--- config.mk ---
export PLATFORM = sky130hd
export DESIGN_NAME = ar_timebase
export DESIGN_NICKNAME = d
export VERILOG_FILES = /design/src/rtl/ar_tb_pkg.sv /design/src/rtl/ar_tb_preload.sv /design/src/rtl/ar_tb_prescaler.sv /design/src/rtl/ar_tb_counter.sv /design/src/rtl/ar_tb_update_ctl.sv /design/src/rtl/ar_timebase.sv
export SDC_FILE = /design/constraint.sdc
export NUM_CORES = 1
export LEC_CHECK = 0
export BUFFER_PORTS_ARGS = -buffer_cell sky130_fd_sc_hd__clkbuf_2
export CAP_MARGIN = 25
export CORE_MARGIN = 2
export CORE_UTILIZATION = 60
export DETAILED_ROUTE_END_ITERATION = 8
export PLACE_DENSITY = 0.93
export SLEW_MARGIN = 15
export SYNTH_ARGS = -nofsm -noshare
export SYNTH_HDL_FRONTEND = slang
export SYNTH_SLANG_ARGS = --single-unit
--- constraint.sdc ---
create_clock -name clk -period 6 [get_ports clk]
set_clock_uncertainty 0.15 [all_clocks]
set_input_delay 0.3 -clock clk [delete_from_list [all_inputs] [get_ports clk]]
set_output_delay 0.3 -clock clk [all_outputs]
set_load 0.02 [all_outputs]
--- src/rtl/ar_tb_pkg.sv ---
// Shared widths and reset constants for the prescaled time base.
// Assumes all parts of the block use the same counter width.
package ar_tb_pkg;
    localparam int unsigned TB_W    = 16;
    localparam logic [TB_W-1:0] LIM_RST = '1;
    localparam logic [TB_W-1:0] DIV_RST = '0;
endpackage

--- src/rtl/ar_tb_preload.sv ---
// Preload/active register pair. Writes land in the preload side.
// The active side takes a write directly when immediate is set,
// otherwise it copies the preload on commit.
// Assumes wr and commit are single-cycle qualified strobes.
module ar_tb_preload #(
    parameter int unsigned W = 16,
    parameter logic [W-1:0] RST_VAL = '0
) (
    input  logic         clk,
    input  logic         rst_n,
    input  logic         wr,
    input  logic [W-1:0] wdata,
    input  logic         immediate,
    input  logic         commit,
    output logic [W-1:0] act_q
);
    logic [W-1:0] pre_q;

    // Capture software writes into the preload side.
    always_ff @(posedge clk) begin
        if (!rst_n)
            pre_q <= RST_VAL;
        else if (wr)
            pre_q <= wdata;
    end

    // Move a value to the active side, directly or on commit.
    always_ff @(posedge clk) begin
        if (!rst_n)
            act_q <= RST_VAL;
        else if (wr && immediate)
            act_q <= wdata;
        else if (commit)
            act_q <= pre_q;
    end
endmodule

--- src/rtl/ar_tb_prescaler.sv ---
// Clock divider. Counts input clocks while enabled and gives one tick
// per (ratio + 1) clocks. A clear restarts the count at zero.
// Assumes the ratio only changes on an update edge.
module ar_tb_prescaler #(
    parameter int unsigned W = 16
) (
    input  logic         clk,
    input  logic         rst_n,
    input  logic         enable,
    input  logic         clear,
    input  logic [W-1:0] ratio,
    output logic         tick
);
    logic [W-1:0] div_cnt;

    // A tick is due when the count has reached the ratio.
    always_comb tick = enable && (div_cnt == ratio);

    // Divider count: clear has priority, restart after every tick.
    always_ff @(posedge clk) begin
        if (!rst_n)
            div_cnt <= '0;
        else if (clear)
            div_cnt <= '0;
        else if (tick)
            div_cnt <= '0;
        else if (enable)
            div_cnt <= div_cnt + 1'b1;
    end
endmodule

--- src/rtl/ar_tb_counter.sv ---
// Main up-counter with wrap at the limit. The priority order is
// clear, then write, then step. Reports an overflow only when a step
// actually wraps.
// Assumes tick is a one-cycle pulse from the prescaler.
module ar_tb_counter #(
    parameter int unsigned W = 16
) (
    input  logic         clk,
    input  logic         rst_n,
    input  logic         tick,
    input  logic [W-1:0] limit,
    input  logic         clear,
    input  logic         wr,
    input  logic [W-1:0] wdata,
    output logic [W-1:0] value,
    output logic         ovf
);
    logic at_limit;

    // Wrap detection, masked by the higher-priority clear and write.
    always_comb begin
        at_limit = (value == limit);
        ovf      = tick && at_limit && !clear && !wr;
    end

    // Counter register with clear > write > step ordering.
    always_ff @(posedge clk) begin
        if (!rst_n)
            value <= '0;
        else if (clear)
            value <= '0;
        else if (wr)
            value <= wdata;
        else if (tick)
            value <= at_limit ? '0 : value + 1'b1;
    end
endmodule

--- src/rtl/ar_tb_update_ctl.sv ---
// Update-event control. Combines overflow and the software strobe into
// the update decision. Registers the event, flag and stop pulses, and
// produces the delayed counter enable with the one-shot stop.
// Assumes the enable bit is cleared by its owner when stop_req is seen.
module ar_tb_update_ctl (
    input  logic clk,
    input  logic rst_n,
    input  logic ovf,
    input  logic sw_update,
    input  logic upd_block,
    input  logic upd_src_ovf_only,
    input  logic single_shot,
    input  logic run_en,
    output logic upd_now,
    output logic upd_evt,
    output logic flag_set,
    output logic stop_req,
    output logic cnt_active
);
    logic flag_now;
    logic stop_now;

    // Decide this cycle's update, flag and one-shot stop.
    always_comb begin
        upd_now  = !upd_block && (ovf || sw_update);
        flag_now = !upd_block && (ovf || (sw_update && !upd_src_ovf_only));
        stop_now = single_shot && upd_now;
    end

    // Register the pulses so they line up with the wrapped counter.
    always_ff @(posedge clk) begin
        if (!rst_n) begin
            upd_evt  <= 1'b0;
            flag_set <= 1'b0;
            stop_req <= 1'b0;
        end else begin
            upd_evt  <= upd_now;
            flag_set <= flag_now;
            stop_req <= stop_now;
        end
    end

    // Effective enable: one cycle behind run_en, held off by a stop.
    always_ff @(posedge clk) begin
        if (!rst_n)
            cnt_active <= 1'b0;
        else
            cnt_active <= run_en && !stop_now && !stop_req;
    end
endmodule

--- src/rtl/ar_timebase.sv ---
// Prescaled auto-reload time base. Joins the two preload pairs (ratio
// and limit), the prescaler, the counter and the update control.
// Assumes the register interface supplies single-cycle write strobes.
module ar_timebase
    import ar_tb_pkg::*;
(
    input  logic            clk,
    input  logic            rst_n,
    input  logic            run_en,
    input  logic            upd_block,
    input  logic            upd_src_ovf_only,
    input  logic            lim_buffered,
    input  logic            single_shot,
    input  logic            sw_update,
    input  logic            div_wr,
    input  logic [TB_W-1:0] div_wdata,
    input  logic            lim_wr,
    input  logic [TB_W-1:0] lim_wdata,
    input  logic            cnt_wr,
    input  logic [TB_W-1:0] cnt_wdata,
    output logic [TB_W-1:0] cnt_value,
    output logic            upd_evt,
    output logic            flag_set,
    output logic            cnt_active,
    output logic            stop_req
);
    logic [TB_W-1:0] ratio_act;
    logic [TB_W-1:0] lim_act;
    logic            lim_zero;
    logic            count_ok;
    logic            tick;
    logic            ovf;
    logic            upd_now;

    // Counting is allowed only when enabled and the limit is nonzero.
    always_comb begin
        lim_zero = (lim_act == '0);
        count_ok = cnt_active && !lim_zero;
    end

    ar_tb_preload #(.W(TB_W), .RST_VAL(DIV_RST)) u_ratio (
        .clk(clk), .rst_n(rst_n), .wr(div_wr), .wdata(div_wdata),
        .immediate(1'b0), .commit(upd_now), .act_q(ratio_act)
    );

    ar_tb_preload #(.W(TB_W), .RST_VAL(LIM_RST)) u_limit (
        .clk(clk), .rst_n(rst_n), .wr(lim_wr), .wdata(lim_wdata),
        .immediate(!lim_buffered), .commit(upd_now), .act_q(lim_act)
    );

    ar_tb_prescaler #(.W(TB_W)) u_div (
        .clk(clk), .rst_n(rst_n), .enable(count_ok), .clear(sw_update),
        .ratio(ratio_act), .tick(tick)
    );

    ar_tb_counter #(.W(TB_W)) u_cnt (
        .clk(clk), .rst_n(rst_n), .tick(tick), .limit(lim_act),
        .clear(sw_update), .wr(cnt_wr), .wdata(cnt_wdata),
        .value(cnt_value), .ovf(ovf)
    );

    ar_tb_update_ctl u_upd (
        .clk(clk), .rst_n(rst_n), .ovf(ovf), .sw_update(sw_update),
        .upd_block(upd_block), .upd_src_ovf_only(upd_src_ovf_only),
        .single_shot(single_shot), .run_en(run_en), .upd_now(upd_now),
        .upd_evt(upd_evt), .flag_set(flag_set), .stop_req(stop_req),
        .cnt_active(cnt_active)
    );
endmodule

# ---- After elaboration in Yosys (flattened, before gate mapping)
# Cells that the tools add are included.
# W data, S select, Z words.
dict set report totals {
  reg_bits 100
  input_bits 59
  out_inout_bits 20
  elab_cells 47
}
dict set report classes {
  addsub 2
  n_eq_ne 2
  mux 5
  bitwise 1
  n_reduce_logical 27
}
# op n
set ops {}
lappend ops {{$mux W16} 5}
lappend ops {{$add A16 B1 Y16 const B} 2}
lappend ops {{$eq A16 B16 Y1} 2}
lappend ops {{$logic_not A16 Y1} 1}
lappend ops {{$logic_and A1 B1 Y1} 12}
lappend ops {{$logic_not A1 Y1} 8}
lappend ops {{$reduce_bool A2 Y1} 2}
lappend ops {{$reduce_or A3 Y1} 1}
lappend ops {{$logic_or A1 B1 Y1} 2}
lappend ops {{$reduce_or A2 Y1} 1}
lappend ops {{$not A1 Y1} 1}

# ---- Logic depth before layout (Yosys ltp)
# Gate-level depths: netlist (run 1).
dict set report depth {
  depth_word 13
  ltp_mapped 9
  depth_no_buf 7
}

# ---- Hierarchy
# Synthesis (run 1) repeated with hierarchy kept, for this count alone.
dict set report unflattened {
  hier_cells 517
  hier_area_um2 5106.1
}
# module n_inst cells_per_inst area_each_um2 seq_area_each_um2
set by_module_without_submodules {}
lappend by_module_without_submodules {{ar_tb_preload at u_ratio} 1 127 1486.4 640.6}
lappend by_module_without_submodules {{ar_tb_preload at u_limit} 1 106 1276.2 640.6}
lappend by_module_without_submodules {ar_tb_counter 1 161 1247.4 320.3}
lappend by_module_without_submodules {ar_tb_prescaler 1 104 909.6 320.3}
lappend by_module_without_submodules {ar_tb_update_ctl 1 11 141.4 80.1}
lappend by_module_without_submodules {ar_timebase 1 8 45.0 0.0}

# ---- Worst setup path before layout (run 1)
# No wires, ideal clock.
dict set report synth_path {
  path_type {flip-flop to flip-flop}
  start {register u_limit.act_q[8]}
  end {register u_limit.act_q[10]}
  setup_time_ps 144
  t_arrival_ps 2453
  required_ps 5706
  setup_slack_ps 3253
  path_stages_with_launch 8
  n_path_buf 1
  synth_period_minus_slack_ps 2747
  path_cell_list {dfxtp_1 -> or4_1 -> o41a_1 -> and3_1 -> a41oi_2 -> buf_6 -> mux2i_1 -> o221ai_1}
}
dict set report synth_between {
  elab_chain_len 10
  word_cells_on_any_way 11
  classes_between {1 x eq/ne; 10 x reduce/logical}
}
# element line_no
set synth_lines {}
lappend synth_lines {{start, declared} ar_tb_preload.sv:15} ;# output logic [W-1:0] act_q
lappend synth_lines {{start signal, assigned} ar_tb_preload.sv:32} ;# act_q <= wdata;
lappend synth_lines {{start signal, assigned} ar_tb_preload.sv:34} ;# act_q <= pre_q;
lappend synth_lines {{$logic_not A16 Y1} ar_timebase.sv:37} ;# lim_zero = (lim_act == '0);
lappend synth_lines {{$logic_not A1 Y1} ar_timebase.sv:38} ;# count_ok = cnt_active && !lim_zero;
lappend synth_lines {{$logic_and A1 B1 Y1} ar_timebase.sv:38}
lappend synth_lines {{$logic_and A1 B1 Y1} ar_tb_prescaler.sv:17} ;# always_comb tick = enable && (div_cnt == ratio);
lappend synth_lines {{$logic_and A1 B1 Y1 * (3 in a row)} ar_tb_counter.sv:23} ;# ovf = tick && at_limit && !clear && !wr;
lappend synth_lines {{$logic_or A1 B1 Y1 *} ar_tb_update_ctl.sv:25} ;# upd_now = !upd_block && (ovf || sw_update);
lappend synth_lines {{$logic_and A1 B1 Y1 *} ar_tb_update_ctl.sv:25}
lappend synth_lines {{$reduce_bool A2 Y1 (no source line) *} n/a}
# Every way passes the cells marked *; elsewhere a longest branch is shown, timed or not.
# A chain may end at the register's enable or synchronous reset.

# ---- Worst setup path after layout (run 1)
dict set report layout_path {
  start {register u_limit.act_q[8]}
  end {register u_ratio.act_q[12]}
}
dict set report layout_between {
  elab_chain_len 9
  word_cells_on_any_way 10
  classes_between {1 x eq/ne; 9 x reduce/logical}
}
# element line_no
set layout_lines {}
lappend layout_lines {{$logic_not A16 Y1} ar_timebase.sv:37}
lappend layout_lines {{$logic_not A1 Y1} ar_timebase.sv:38}
lappend layout_lines {{$logic_and A1 B1 Y1} ar_timebase.sv:38}
lappend layout_lines {{$logic_and A1 B1 Y1} ar_tb_prescaler.sv:17}
lappend layout_lines {{$logic_and A1 B1 Y1 * (3 in a row)} ar_tb_counter.sv:23}
lappend layout_lines {{$logic_or A1 B1 Y1 *} ar_tb_update_ctl.sv:25}
lappend layout_lines {{$logic_and A1 B1 Y1 *} ar_tb_update_ctl.sv:25}
lappend layout_lines {{end signal, assigned} ar_tb_preload.sv:32}
lappend layout_lines {{end signal, assigned} ar_tb_preload.sv:34}
lappend layout_lines {{end, declared} ar_tb_preload.sv:15}
# Marks and branches as above.

==> flow_metrics.py, run 1 <==
metrics = {
    "outcome": {
        "status": "finished clean",
    },
    "global_route": {
        "grt.overflow.total": 0,
        "grt_start_max_net_pins": 36,
        "met2_usage_pct": 44.2,
        "grt_pass1_vias": 3847,
        "gr-usage-met3_pct": 6.74,
        "grt_use_met1_pct": 37.6,
        "grt_use_total_pct": 28.0,
        "busiest_layer": "met2",
        "antenna_found_initial": 0,
        "grt_first_pass_wirelength_mm": 18.7,
    },
    "sta": {
        "fin_tns_setup_ns": 0,
        "slew_violations": 0,
        "setup_viol_count_final": 0,
        "relSlewSlack_pct": 33.7,
        "worst_slack_ns": 2.55,
        "period_share_pct": 57.4,
        "fin_crit_ns": 3.45,
        "fmax_mhz": 290,
        "rsz0062_at_grt": "no",
        "worst_slew_pin_slew_ns": 0.981,
        "hold_violations": 0,
    },
    "cts": {
        "clockBufferDepth": 2,
        "hold_buffers": 16,
        "root_buffer": "clkbuf_8",
        "cts_tree": "yes",
        "path_clk_slew_ns": 0.11,
        "clk_latency_ns": 0.38,
        "cts_repair_resize_count": 0,
        "cts_sinks": 100,
        "h-tree-depth": 3,
        "cts_setup_buffers": 0,
        "cts_made_buffers": 9,
    },
    "synth": {
        "synth_compound_gate_area_share_pct": 9.21,
        "syn-cell-area_um2": 4670,
        "syn-instance-count": 518,
        "synth_area_per_cell_um2": 9.02,
        "synthSimpleGateAreaFrac_pct": 24.0,
        "yosysTopAreaCellShare_pct": 42.8,
        "synth_top_family_by_area": "simple AND/OR/NAND/NOR gates",
        "synth_top_area_cell": "dfxtp_1",
        "synth_flop_cell": "dfxtp_1",
        "ys_warn_count": 0,
        "synth_fa_ha_area_share_pct": 0.536,
        "syn-num-nets": 579,
        "yosysSeqAreaShare_pct": 42.8,
        "synth_edf_count": 0,
        "synth_area_leaders": "dfxtp_1 43%, mux2i_1 10%, xnor2_1 6.6%",
        "ys_types": 46,
        "synth_seq_cells": 100,
        "postSynth.asyncResetShare_pct": 0,
        "synth.area.mux_share_pct": 10.3,
        "synth_xor_xnor_area_share_pct": 9.91,
    },
    "critical_path": {
        "reg2reg_depth": 7,
        "reg2reg_from": "u_limit.act_q[8]",
        "r2r-end": "u_ratio.act_q[12]",
        "worstSetupEndpointType": "flop",
        "start_kind": "flop",
        "critPathKind": "flop to flop",
        "arrival_ns": 3.55,
        "critical_path.max_fanout": 19,
        "regToRegSetupSlack_ns": 2.55,
        "worstPathRequired_ns": 6.10,
    },
    "placed_design": {
        "gp_congestion": 0.899,
        "dpl.cell_count": 671,
        "numPortBuffers": 78,
        "dp_slack_ns": 2.63,
        "dpl.hpwl_mm": 8.33,
    },
    "power": {
        "power.leakage_uw": 0.00234,
        "finalPower_uw": 1320,
        "worst_ir_drop_vdd_mv": 0.235,
        "power.density_nw_per_um2": 241,
    },
    "cells_and_area": {
        "antennaDiodeCount": 0,
        "final_nets": 660,
        "syn_to_final_growth_pct": 17.4,
        "final_cells": 706,
        "final_cell_mix": "100 x dfxtp_1, 78 x clkbuf_2, 65 x nor2_1, 49 x nand2_1, 48 x mux2i_1",
        "drive_above_1_share_pct": 17.4,
        "layout_commonest_cell": "dfxtp_1",
        "fin_util_pct": 71.7,
    },
    "route": {
        "viasPerCell": 5.94,
        "dr_total_vias": 4197,
        "drt_iter0_drc": 296,
        "final_antenna_net_count": 0,
        "drtPass1Iterations": 5,
        "wl_mm": 11.7,
        "detail_route.wl_per_cell_um": 16.6,
        "drc": 0,
    },
    "worst_hold_path": {
        "hold_class": "input pin to flop",
        "holdPathEnd": "u_ratio.pre_q[9]",
        "min-delay-start": "div_wdata[9]",
        "whs_path_depth": 3,
    },
    "flow_run": {
        "max-cap-violations": 0,
    },
    "floorplan": {
        "ios": 79,
        "die_x_um": 92.2,
        "dieArea_um2": 8510,
        "rows": 32,
        "core_area_um2": 7650,
        "initial_core_util_pct": 61.1,
        "die_h_um": 92.2,
    },
}
-- kinds of logic after synthesis --
group | after synthesis
and+or+nand+nor | 224
DFF | 100
AOI/OAI and AO/OA | 59
xor gates and xnor gates | 52
muxes | 48
buffers and inverters | 33
adders and majority gates | 2
-- worst max-delay path by stage --
stage                      from                 to  slack, ns  cells past startpoint
6_report       u_limit.act_q[8]  u_ratio.act_q[12]       2.55                      7
5_1_grt        u_limit.act_q[8]   u_ratio.act_q[0]       2.44                      7
3_3_place_gp   u_limit.act_q[8]  u_ratio.act_q[15]       2.72                      7
3_5_place_dp   u_limit.act_q[8]  u_ratio.act_q[13]       2.63                      7
2_1_floorplan  u_limit.act_q[8]  u_limit.act_q[10]       3.25                      7
4_1_cts        u_limit.act_q[8]  u_ratio.act_q[13]       2.61                      7
-- flip-flops by register name (all words and copies together) (netlist names) --
register,count
u_cnt.value,16
u_upd.flag_set,1
u_limit.act_q,16
u_upd.stop_req,1
u_div.div_cnt,16
u_limit.pre_q,16
u_ratio.act_q,16
u_upd.cnt_active,1
u_upd.upd_evt,1
u_ratio.pre_q,16
-- area by class of cell --
class / instances / area [µm²]
tap: 102 / 128
clock inverter: 7 / 76.3
inverter: 5 / 18.8
multi-input combinational: 385 / 2550
clock buffer: 9 / 124
sequential: 100 / 2000
fill: 545 / 2160
timing repair buffer: 98 / 586
-- cells in the mapped netlist, types with 3 or more instances --
| library cell | n |
|---|---|
| inv_1 | 4 |
| xor2_1 | 16 |
| dfxtp_1 | 100 |
| clkbuf_1 | 23 |
| a221oi_1 | 4 |
| nand2_1 | 49 |
| a21oi_1 | 5 |
| or3_1 | 6 |
| nand2b_1 | 16 |
| nand3_1 | 24 |
| and3_1 | 6 |
| a31oi_1 | 13 |
| mux2i_1 | 48 |
| nor2_1 | 65 |
| o221ai_1 | 12 |
| nand3b_1 | 6 |
| o21ai_0 | 14 |
| nor3_1 | 6 |
| buf_6 | 3 |
| nor2b_1 | 9 |
| nand4_1 | 14 |
| or4_1 | 5 |
| nor4_1 | 9 |
| xnor2_1 | 35 |
-- through the flow --
stage	instance area, µm²	hold slack, ns
after floorplan	4670	0.223
after CTS	5450	0.000191
after global routing	5480	0.00366
final	5480	0.00691
after global placement	5080	0.295
after detailed placement	5080	0.303
-- worst max-delay path: stages (launching register included) --
cell	delay, ns
dfxtp_1	0.35
or4_1	0.57
o41a_1	0.57
and3_1	0.26
a41oi_4	0.67
buf_4	0.42
mux2i_1	0.25
nor2_1	0.06
-- power by group --
group | switching [µW] | internal (µW) | leakage (µW) | total [µW]
clock network | 267 | 164 | 0.000101 | 432
registers | 29.5 | 693 | 0.000820 | 723
logic | 90.4 | 77.4 | 0.00142 | 168
-- per-layer routing --
layer / part of all wire (%) / routed length (µm) / vias to the layer above
met5: 0 / 0 / -
met4: 2.2 / 259 / 0
met3: 8.3 / 978 / 31
met2: 46 / 5430 / 220
met1: 43 / 5060 / 1952
li1: - / - / 1994
Power figures use the tool's default switching activity.
==> run 2, diff against run 1 <==
Settings changed: CORE_UTILIZATION 60 to 51, PLACE_DENSITY 0.93 to 0.85.
Clock period 6 ns to 3.1 ns, I/O delays scaled along.
==> run 2 against run 1 <==
Non-clock buffer count increased by 45; register-to-register slack got worse by 2.3 ns; global-route usage decreased by 3.3 points; flip-flop and latch count unchanged; sequential power increased by 94%; sequential share of layout area decreased by 2.6 points; final area increased by 7.5%; routed wire length increased by 2.2%; critical path depth decreased by 1; fmax increased by 19%; first-iteration DRC count decreased by 31%.
==> flow_metrics.py, run 2 (synthesized netlist as in run 1, its figures left out) <==
metrics = {
    "outcome": {
        "status": "finished clean",
    },
    "critical_path": {
        "start_kind": "flop",
        "critical_path.max_fanout": 6,
        "worstSetupEndpointType": "flop",
        "path_buf_inv": 0,
        "crit_family": "simple AND/OR/NAND/NOR gates",
        "slowest_stage": "or4_4",
        "critPathKind": "flop to flop",
        "crit_chain": "xor2_2, or4_4, or4_4, or3_4, or3_1, a31oi_1",
        "slowest_delay_ns": 0.58,
        "worstPathRequired_ns": 3.25,
        "arrival_ns": 3.05,
        "critPathMostFrequentCell": "or4_4",
    },
    "cells_and_area": {
        "num-fill-cells": 630,
        "syn_to_final_growth_pct": 26.2,
        "drive_above_1_share_pct": 17.9,
        "layout_commonest_cell": "dfxtp_1",
        "fin_util_pct": 67.0,
        "antennaDiodeCount": 0,
        "regArea_um2": 2000,
        "final_cells": 757,
        "multiInputGateArea_um2": 2540,
        "final_nets": 705,
        "final_cell_mix": "100 x dfxtp_1, 78 x clkbuf_2, 65 x nor2_1, 52 x dlygate4sd3_1, 49 x nand2_1",
    },
    "global_route": {
        "antenna_found_initial": 0,
        "grt_pass1_vias": 4072,
        "grt_start_max_net_pins": 35,
        "grt_use_total_pct": 24.7,
        "grt_first_pass_wirelength_mm": 19.9,
        "grt.overflow.total": 0,
    },
    "route": {
        "dr_total_vias": 4298,
        "drc": 0,
        "drtPass1Iterations": 5,
        "wl_mm": 12.0,
        "detail_route.wl_per_cell_um": 15.8,
        "viasPerCell": 5.68,
        "final_antenna_net_count": 0,
        "drt_iter0_drc": 203,
    },
    "power": {
        "finalPower_uw": 2590,
        "power.density_nw_per_um2": 438,
        "power.leakage_uw": 0.00252,
        "worst_ir_drop_vdd_mv": 0.310,
    },
    "cts": {
        "hold_buffers": 52,
        "cts_setup_buffers": 0,
        "root_buffer": "clkbuf_8",
        "path_clk_slew_ns": 0.11,
        "clk_latency_ns": 0.37,
        "cts_sinks": 100,
        "cts_tree": "yes",
        "h-tree-depth": 3,
        "clockBufferDepth": 2,
        "cts_repair_resize_count": 0,
        "cts_made_buffers": 9,
    },
    "worst_hold_path": {
        "hold_class": "input pin to flop",
    },
    "floorplan": {
        "die_x_um": 99.7,
        "ios": 79,
        "dieArea_um2": 9940,
        "die_h_um": 99.7,
        "core_area_um2": 8810,
        "initial_core_util_pct": 53.1,
        "rows": 34,
    },
    "sta": {
        "relSlewSlack_pct": 36.6,
        "worst_slew_pin_slew_ns": 0.943,
        "fin_tns_setup_ns": 0,
        "fin_crit_ns": 2.89,
        "period_share_pct": 93.3,
        "fmax_mhz": 346,
        "rsz0062_at_grt": "no",
        "slew_violations": 0,
        "setup_viol_count_final": 0,
        "hold_violations": 0,
    },
    "flow_run": {
        "max-cap-violations": 0,
    },
    "placed_design": {
        "dpl.cell_count": 689,
        "dpl.hpwl_mm": 8.13,
        "numPortBuffers": 78,
        "gp_congestion": 0.894,
    },
}
[run 2: changes by cell type in the layout (fill, tap and decap cells not counted), moves of 2 or more]
cell / before / now
dlygate4sd3_1: 18 / 52
buf_4: 2 / 13
inv_6: 4 / 1
inv_8: 0 / 2
[run 2: per-layer routing]
metal	vias to the layer above	GRT usage, %	part of all wire, %
met2	175	40.2	49
li1	2080	-	-
met3	27	4.57	6.9
met1	2016	33.1	42
met5	-	0	0
met4	0	8.32	1.8
[run 2: final timing paths]
| kind | from | endpoint | slack [ns] | cells after the start |
|---|---|---|---|---|
| worst min-delay path | rst_n | u_limit.pre_q[14] | 0.10 | 3 |
| worst max-delay path | u_div.div_cnt[3] | u_cnt.value[13] | 0.21 | 6 |
| worst max register to register | u_div.div_cnt[3] | u_cnt.value[13] | 0.21 | 6 |
| worst min register to register | u_upd.stop_req | u_upd.cnt_active | 0.33 | 1 |
[run 2: tightest hold or removal path: cells and delay by family]
family | cells | cell delay [ns]
buffers and inverters | 2 | 0.36
AND/OR/NAND/NOR | 1 | 0.09
[run 2: layout make-up]
| type | instances | share of cell area [%] |
|---|---|---|
| clock buffer | 9 | 2.10 |
| clock inverter | 7 | 1.19 |
| inverter | 5 | 0.318 |
| multi-input combinational | 385 | 43.1 |
| sequential | 100 | 33.9 |
| tap | 108 | 2.29 |
| timing repair buffer | 143 | 17.1 |
[run 2: report_power, final]
part	internal, µW	total [µW]	switching [µW]
clock network	315	817	502
logic	187	371	184
registers	1340	1400	56.4
[run 2: per-stage QoR]
step	instance area [µm²]	hold slack, ns	worst slack [ns]
floorplan	4670	0.0778	0.353
global placement	5180	0.241	0.300
detailed placement	5180	0.247	0.242
CTS	5900	0.0865	0.242
global route	5900	0.106	0.131
finish	5900	0.102	0.207
